<file path="src/rtl/negPkg.sv">
package negPkg;

  typedef enum logic [1:0] {
    MODE_HOLD = 2'b00,
    MODE_SHR  = 2'b01,
    MODE_LOAD = 2'b11
  } regMode_e;

  typedef struct packed {
    regMode_e mode;
    logic     clrCount;
    logic     clrInvert;
    logic     setInvert;
  } ctrlBus_t;

endpackage

</file>
<file path="src/rtl/negDatapath.sv">
module negDatapath
  import negPkg::*;
#(
  parameter int WIDTH = 8,
  localparam int CNT_W = $clog2(WIDTH) + 1
) (
  input  logic             clk,
  input  logic             rst,
  input  ctrlBus_t         ctrl,
  input  logic [WIDTH-1:0] dataIn,
  output logic [WIDTH-1:0] dataOut,
  output logic             bitFlag,
  output logic             lastShift
);

  logic [WIDTH-1:0] shReg;
  logic             invFlag;
  logic [CNT_W-1:0] shiftCount;

  // rotating register: bit leaving LSB re-enters at MSB, complemented once armed
  always_ff @(posedge clk or posedge rst) begin
    if (rst) begin
      shReg <= '0;
    end else begin
      case (ctrl.mode)
        MODE_LOAD: shReg <= dataIn;
        MODE_SHR:  shReg <= {shReg[0] ^ invFlag, shReg[WIDTH-1:1]};
        default:   shReg <= shReg;
      endcase
    end
  end

  // sticky invert flag, asynchronously cleared by reset
  always_ff @(posedge clk or posedge rst) begin
    if (rst) begin
      invFlag <= 1'b0;
    end else if (ctrl.clrInvert) begin
      invFlag <= 1'b0;
    end else if (ctrl.setInvert) begin
      invFlag <= 1'b1;
    end
  end

  // shift counter
  always_ff @(posedge clk or posedge rst) begin
    if (rst) begin
      shiftCount <= '0;
    end else if (ctrl.clrCount) begin
      shiftCount <= '0;
    end else if (ctrl.mode == MODE_SHR) begin
      shiftCount <= shiftCount + 1'b1;
    end
  end

  assign dataOut   = shReg;
  assign bitFlag   = shReg[0];
  assign lastShift = (shiftCount == CNT_W'(WIDTH - 1));

endmodule

</file>
<file path="src/rtl/negControl.sv">
module negControl
  import negPkg::*;
(
  input  logic     clk,
  input  logic     rst,
  input  logic     start,
  input  logic     bitFlag,
  input  logic     lastShift,
  output ctrlBus_t ctrl,
  output logic     done
);

  typedef enum logic [1:0] {
    ST_IDLE  = 2'b00,
    ST_LOAD  = 2'b01,
    ST_SHIFT = 2'b10,
    ST_FIN   = 2'b11
  } state_e;

  state_e state, nextState;

  always_ff @(posedge clk or posedge rst) begin
    if (rst) state <= ST_IDLE;
    else     state <= nextState;
  end

  always_comb begin
    nextState      = state;
    ctrl.mode      = MODE_HOLD;
    ctrl.clrCount  = 1'b0;
    ctrl.clrInvert = 1'b0;
    ctrl.setInvert = 1'b0;
    case (state)
      ST_IDLE: begin
        ctrl.clrCount  = 1'b1;
        ctrl.clrInvert = 1'b1;
        if (start) nextState = ST_LOAD;
      end
      ST_LOAD: begin
        ctrl.mode = MODE_LOAD;
        nextState = ST_SHIFT;
      end
      ST_SHIFT: begin
        ctrl.mode      = MODE_SHR;
        ctrl.setInvert = bitFlag;
        if (lastShift) nextState = ST_FIN;
      end
      ST_FIN: begin
        if (!start) nextState = ST_IDLE;
      end
      default: nextState = ST_IDLE;
    endcase
  end

  assign done = (state == ST_FIN);

endmodule

</file>
<file path="src/rtl/serialNegator.sv">
module serialNegator
  import negPkg::*;
#(
  parameter int WIDTH = 8
) (
  input  logic             clk,
  input  logic             rst,
  input  logic             start,
  input  logic [WIDTH-1:0] dataIn,
  output logic [WIDTH-1:0] dataOut,
  output logic             done
);

  ctrlBus_t ctrlBus;
  logic     bitFlag;
  logic     lastShift;
  logic     loadStb;
  logic     shiftStb;

  negControl u_ctrl (
    .clk       (clk),
    .rst       (rst),
    .start     (start),
    .bitFlag   (bitFlag),
    .lastShift (lastShift),
    .ctrl      (ctrlBus),
    .done      (done)
  );

  negDatapath #(.WIDTH(WIDTH)) u_data (
    .clk       (clk),
    .rst       (rst),
    .ctrl      (ctrlBus),
    .dataIn    (dataIn),
    .dataOut   (dataOut),
    .bitFlag   (bitFlag),
    .lastShift (lastShift)
  );

  assign loadStb  = (ctrlBus.mode == MODE_LOAD);
  assign shiftStb = (ctrlBus.mode == MODE_SHR);

endmodule

</file>
<file path="config.mk">
export PLATFORM = sky130hd
export DESIGN_NAME = serialNegator
export DESIGN_NICKNAME = d
export VERILOG_FILES = /design/src/rtl/negPkg.sv /design/src/rtl/negDatapath.sv /design/src/rtl/negControl.sv /design/src/rtl/serialNegator.sv
export SDC_FILE = /design/constraint.sdc
export NUM_CORES = 1
export LEC_CHECK = 0
export ABC_AREA = 1
export BUFFER_PORTS_ARGS = -buffer_cell sky130_fd_sc_hd__buf_2
export CAP_MARGIN = 20
export CORE_UTILIZATION = 45
export DETAILED_ROUTE_END_ITERATION = 10
export PLACE_DENSITY = 0.78
export SLEW_MARGIN = 20
export SYNTH_ARGS = -nofsm -noshare
export SYNTH_HDL_FRONTEND = slang
export SYNTH_SLANG_ARGS = --single-unit
</file>
<file path="constraint.sdc">
create_clock -name clk -period 1.1 [get_ports clk]
set_input_delay 0 -clock clk [delete_from_list [all_inputs] [get_ports clk]]
set_output_delay 0 -clock clk [all_outputs]
set_load 0.05 [all_outputs]
</file>
==> impl_metrics.toml, run 1 <==
[clocking]
cts_sinks = 15
cts_max_level = 1
cts_root_buffer = "clkbuf_4"
cts.path.max_buffers = 2
clkLatencyLatePin_ns = 0.29
path_clk_slew_ns = 0.09
cts_buffers = 3
cts_tree = "yes"

[timing]
setup_ws_ns = -0.191
skew_ns = 0.00127
setup_violations = 15
hold_slack_ns = -0.00726
worst_pin_slew_ns = 0.570
period_share_pct = 117
fmax_mhz = 774
slew_violations = 0
min_period_ns = 1.29
hold_violations = 1
grt_setup_unrepaired = "true"
slew_headroom_pct = 61.9

[routing]
first_pass_iters = 4
drtAntennaViolNets = 0
drt_iter0_drc = 24
finalWirelength_um = 2030
drcViolationCount = 0
wire_per_inst_um = 13.5
num_vias = 754
vias_per_cell = 5.03

[run_status]
violations = "hold timing, setup timing"
status = "complete, but fails checks"

[synthesis]
yosysMostFrequentCell = "nand2_1"
yosysTopAreaCell = "dfrtp_1"
synth_top_area_share_pct = 47.5
avgSynthCellArea_sq_um = 8.07
synth_ff_type = "dfrtp_1"
synthTopCellsByCount = "20 x nand2_1, 16 x nor2_1, 15 x dfrtp_1"
ys_warn_count = 0
synth_area_sq_um = 791
ys_types = 17
ys_seq_area_share_pct = 47.5
synthTopCellsByArea = "dfrtp_1 47%, ha_1 9.5%, nand2_1 9.5%"
synth_edf_count = 0
postSynthCellCount = 98
async_flop_share_pct = 100
synth_nets = 115
ys_seq_elements = 15

[place]
dpl.hpwl_um = 1210
gp_congestion = 0.878
place_inst = 135
port_buffers = 19

[job]
maxCapViolCount = 0

[worst_setup_path]
worstSetupEndpointType = "flop"
crit_path_max_fanout = 9
arrival_ns = 1.47
critical_path_class = "reg -> reg"
cp.required_ns = 1.28
start_kind = "flop"

[global_route]
grt_pass1_vias = 683
grt_pass1_wl_um = 2930
grt_max_degree = 16
grt.overflow.total = 0
track_usage_pct = 21.4
antenna_found_initial = 0

[die]
start_util_pct = 50.2
pin_count = 20
core-area_sq_mm = 0.00158
die_w_um = 43.9
dieArea_sq_mm = 0.00193
num_rows = 14
fp.dieH_um = 43.9

[final_layout]
antenna_cells = 0
layout.nets = 152
drive_gt1_share_pct = 48.5
fin_cells = 150
area_growth_pct = 53.3

[worst_hold_path]
hp-class = "in -> reg"
-- worst max-delay path, stage by stage (launching register included) --
cell and delay (ns):
dfrtp_1 0.44, inv_4 0.13, ha_4 0.21, inv_2 0.10, nor2_1 0.19, o21ai_2 0.10
-- cells by family after synthesis --
kind of cell | after synthesis | share of synthesized area (%)
and+or+nand+nor | 44 | 22.5
buffers and inverters | 13 | 7.75
DFF | 15 | 47.5
AOI/OAI and AO/OA | 20 | 12.8
adders and majority gates | 6 | 9.49
-- cell type report --
| cell class | instances | area [sq um] |
|---|---|---|
| sequential | 15 | 377 |
| clock buffer | 4 | 26.3 |
| timing repair buffer | 35 | 254 |
| inverter | 10 | 42.5 |
| multi-input combinational | 70 | 493 |
| tap | 16 | 20.0 |
| fill | 91 | 364 |
-- cells in the final DEF (no fill, tap or decap), types with 2 or more instances in the layout --
master and n:
a21oi_1 3, buf_2 18, buf_4 6, buf_6 7, clkbuf_4 3, dfrtp_1 14
dlygate4sd3_1 4, ha_4 5, inv_1 4, inv_2 4, inv_4 2, nand2_1 18
nand3_1 4, nor2_1 14, nor2_2 2, o21ai_1 6, o21ai_2 9
-- what timing repair did --
item / CTS / global route
hold buffers: 4 / 0
pin swaps: 19 / 14
hold endpoints to repair: 18 / 0
gates cloned: 0 / 0
buffers inserted: 7 / 0
gates resized for setup: 22 / 14
endpoints found under the setup margin: 16 / 16
-- state kept, by name, summed over array words and instances, names as in the netlist --
register           count
u_data.dataOut         8
u_data.shiftCount      4
u_ctrl.state           2
u_data.invFlag         1
-- final timing paths --
check / from / to / slack [ns] / depth (start not counted)
setup / recovery: u_ctrl.state[0] / u_data.dataOut[4] / -0.19 / 5
hold / removal: dataIn[5] / u_data.dataOut[5] / -0.007 / 3
setup reg to reg: u_ctrl.state[0] / u_data.dataOut[4] / -0.19 / 5
hold reg to reg: u_data.dataOut[5] / u_data.dataOut[5] / 0.52 / 2
max in group asynchronous: rst / u_ctrl.state[1] / 0.40 / 3
min in group asynchronous: rst / u_data.dataOut[2] / 0.29 / 3
-- per-layer routing --
metal / part of all wire (%) / up-vias / routed length [um] / global-route usage [%]
li1: - / 384 / - / -
met1: 43 / 351 / 867 / 26.1
met2: 53 / 17 / 1070 / 37.6
met3: 3.2 / 2 / 64 / 2.08
met4: 1.1 / 0 / 23 / 10.3
met5: 0 / - / 0 / 0
-- metrics by stage --
step	setup slack, ns	hold WS [ns]	util, %	setup TNS, ns	area [sq um]
floorplan	-0.0603	-0.0986	-	-0.440	853
global placement	-0.133	0.0672	61.9	-0.965	976
detailed placement	-0.163	0.0806	61.9	-1.35	976
CTS	-0.147	0.0108	73.7	-1.27	1160
global route	-0.205	0.0148	76.9	-2.24	1210
finish	-0.191	-0.00726	76.9	-1.61	1210
Power of run 1 is left out: the tool's default activity adds up to more than one toggle a clock period on the data nets, which glitch-free logic cannot reach.
==> run 2: changes to the inputs <==
--- a/config.mk
+++ b/config.mk
@@ -8,10 +8,11 @@
 export ABC_AREA = 1
 export BUFFER_PORTS_ARGS = -buffer_cell sky130_fd_sc_hd__buf_2
 export CAP_MARGIN = 20
-export CORE_UTILIZATION = 45
+export CORE_UTILIZATION = 47
 export DETAILED_ROUTE_END_ITERATION = 10
-export PLACE_DENSITY = 0.78
+export PLACE_DENSITY = 0.8
 export SLEW_MARGIN = 20
 export SYNTH_ARGS = -nofsm -noshare
 export SYNTH_HDL_FRONTEND = slang
+export SYNTH_HIERARCHICAL = 1
 export SYNTH_SLANG_ARGS = --single-unit
==> constraint.sdc (replaced) <==
create_clock -name clk -period 1.1 [get_ports clk]
set_input_delay 0 -clock clk [delete_from_list [all_inputs] [get_ports clk]]
set_output_delay 0 -clock clk [all_outputs]
set_load 0.01 [all_outputs]
==> run 2 against run 1 <==
Effect of this change: non-clock buffer count grew 6; count of clock-buffer cells in the layout stayed put; fmax is 0.81% higher; critical endpoint is now u_data/dataOut[7]; final area rose by 8.2%; critical path type unchanged; global-route usage increased by 2.7 points; the run ends with setup timing left; critical path depth up 1; largest cell class unchanged.
==> impl_metrics.toml, run 2 <==
[synthesis]
yosysMostFrequentCell = "nand2_1"
async_flop_share_pct = 100
synth_area_sq_um = 900
synth_edf_count = 0
ys_seq_area_share_pct = 41.7
postSynthCellCount = 111
synth_top_area_share_pct = 41.7
ys_seq_elements = 15
synth_ff_type = "dfrtp_1"
synthTopCellsByArea = "dfrtp_1 42%, nand2_1 11%, ha_1 8.3%"
synth_nets = 128
synthTopCellsByCount = "27 x nand2_1, 15 x dfrtp_1, 15 x nor2_1"
ys_warn_count = 6
avgSynthCellArea_sq_um = 8.10
ys_types = 21
yosysTopAreaCell = "dfrtp_1"

[clocking]
cts_tree = "yes"
cts.path.max_buffers = 2
cts_sinks = 15
cts_buffers = 3
cts_root_buffer = "clkbuf_4"
path_clk_slew_ns = 0.09
cts_max_level = 1
clkLatencyLatePin_ns = 0.28

[die]
dieArea_sq_mm = 0.00209
num_rows = 15
start_util_pct = 51.0
core-area_sq_mm = 0.00176
die_w_um = 45.8
pin_count = 20
fp.dieH_um = 45.8

[final_layout]
layout.nets = 170
fin_cells = 177
drive_gt1_share_pct = 48.0
largest_reg_flops = 8
antenna_cells = 0
final_common_cell = "nand2_1"
final_cell_mix = "24 x nand2_1, 18 x buf_2, 17 x buf_4, 15 x dfrtp_1, 11 x nor2_1"
area_growth_pct = 45.8

[place]
port_buffers = 19
gp_congestion = 0.782
place_ws_ns = -0.297
place_inst = 163
dpl.hpwl_um = 1560

[worst_setup_path]
crit_path_max_fanout = 8
start_kind = "flop"
critPathMaxStageDelay_ns = 0.37
reg2reg_depth = 6
crit_slowest_cell = "dfrtp_1"
worstSetupEndpointType = "flop"
crit_chain = "inv_2, ha_4, inv_6, nor2_4, nand2_1, o211ai_1"
critical_path_class = "reg -> reg"
arrival_ns = 1.49
cp.required_ns = 1.30

[worst_hold_path]
min_path_cells = 3
hp-class = "in -> reg"

[global_route]
grt_pass1_vias = 832
grt_pass1_wl_um = 3530
track_usage_pct = 24.1
antenna_found_initial = 0
grt.overflow.total = 0
grt_max_degree = 14

[routing]
wire_per_inst_um = 13.0
vias_per_cell = 4.98
finalWirelength_um = 2310
drt_iter0_drc = 23
drcViolationCount = 0
drtAntennaViolNets = 0
num_vias = 882
first_pass_iters = 4

[timing]
slew_violations = 0
setup_violations = 15
slew_headroom_pct = 65.3
setup_ws_ns = -0.181
period_share_pct = 116
min_period_ns = 1.28
hold_violations = 0
fmax_mhz = 781
worst_pin_slew_ns = 0.520
grt_setup_unrepaired = "true"
skew_ns = 0.00553

[run_status]
status = "complete, but fails checks"
violations = "setup timing"

[power]
power_density_mw_per_mm2 = 3290
p_leak_nw = 0.639
peakVddDrop_mv = 2.27

[job]
maxCapViolCount = 0
[run 2: worst paths after layout]
kind	start	endpoint	slack (ns)
hold / removal	dataIn[1]	u_data/dataOut[1]	0.03
setup / recovery	u_ctrl/state[1]	u_data/dataOut[7]	-0.18
hold reg to reg	u_data/dataOut[1]	u_data/dataOut[1]	0.52
min in group asynchronous	rst	u_ctrl/state[0]	0.11
setup reg to reg	u_ctrl/state[1]	u_data/dataOut[7]	-0.18
max in group asynchronous	rst	u_data/dataOut[4]	0.45
[run 2: final cells by class]
cell class,instances,area (sq um)
Multi-Input combinational cell,77,524
Fill cell,144,453
Sequential cell,15,375
Timing Repair Buffer,41,283
Inverter,14,65.1
Tap cell,25,31.3
Clock buffer,4,26.3
Timing Repair inverter,1,6.26
[run 2: per-stage QoR]
| step | TNS [ns] | utilization [%] | hold slack, ns | power, mW | area (sq um) |
|---|---|---|---|---|---|
| floorplan | -1.35 | - | -0.259 | 2.55 | 923 |
| global placement | -2.41 | 62.3 | -0.140 | 3.08 | 1100 |
| detailed placement | -3.27 | 62.3 | -0.139 | 3.22 | 1100 |
| global route | -2.93 | 74.3 | 0.0324 | 4.62 | 1310 |
| CTS | -1.70 | 71.4 | 0.00623 | 4.08 | 1260 |
| finish | -1.87 | 74.3 | 0.0286 | 4.32 | 1310 |
[run 2: critical path, delay by kind of cell (launching register included)]
| family | cells | cell delay (ns) |
|---|---|---|
| compound gates | 1 | 0.15 |
| fa+ha+maj | 1 | 0.36 |
| buf+inv | 2 | 0.14 |
| flops | 1 | 0.37 |
| simple gates | 2 | 0.18 |
[run 2: cells by family (layout without fill, tap and decap cells)]
kind of cell,after synthesis,count (layout),synth area share [%]
and+or+nand+nor,54,54,28.5
DFF,15,15,41.7
buffers and inverters,19,60,11.7
AOI/OAI and AO/OA,17,17,9.74
adders and majority gates,6,6,8.34
[run 2: what timing repair did]
action                     in CTS  in global routing
setup endpoints to repair      16                 16
buffers inserted                5                  3
hold endpoints to repair       16                  0
pin swaps                       8                  5
gates cloned                    1                  0
gates resized for setup        20                 13
hold buffers                    2                  0
[run 2: per-layer routing]
layer | GRT usage [%] | routed length (um) | up-vias
met1 | 26.0 | 1020 | 418
li1 | - | - | 428
met5 | 0 | 0 | -
met3 | 4.76 | 127 | 4
met2 | 44.6 | 1130 | 32
met4 | 11.2 | 23 | 0
[run 2: power breakdown]
part	switching, mW	internal, mW
logic	1.58	1.42
registers	0.208	0.799
clock network	0.172	0.141
total	1.96	2.35
(Power assumes the default switching activity.)
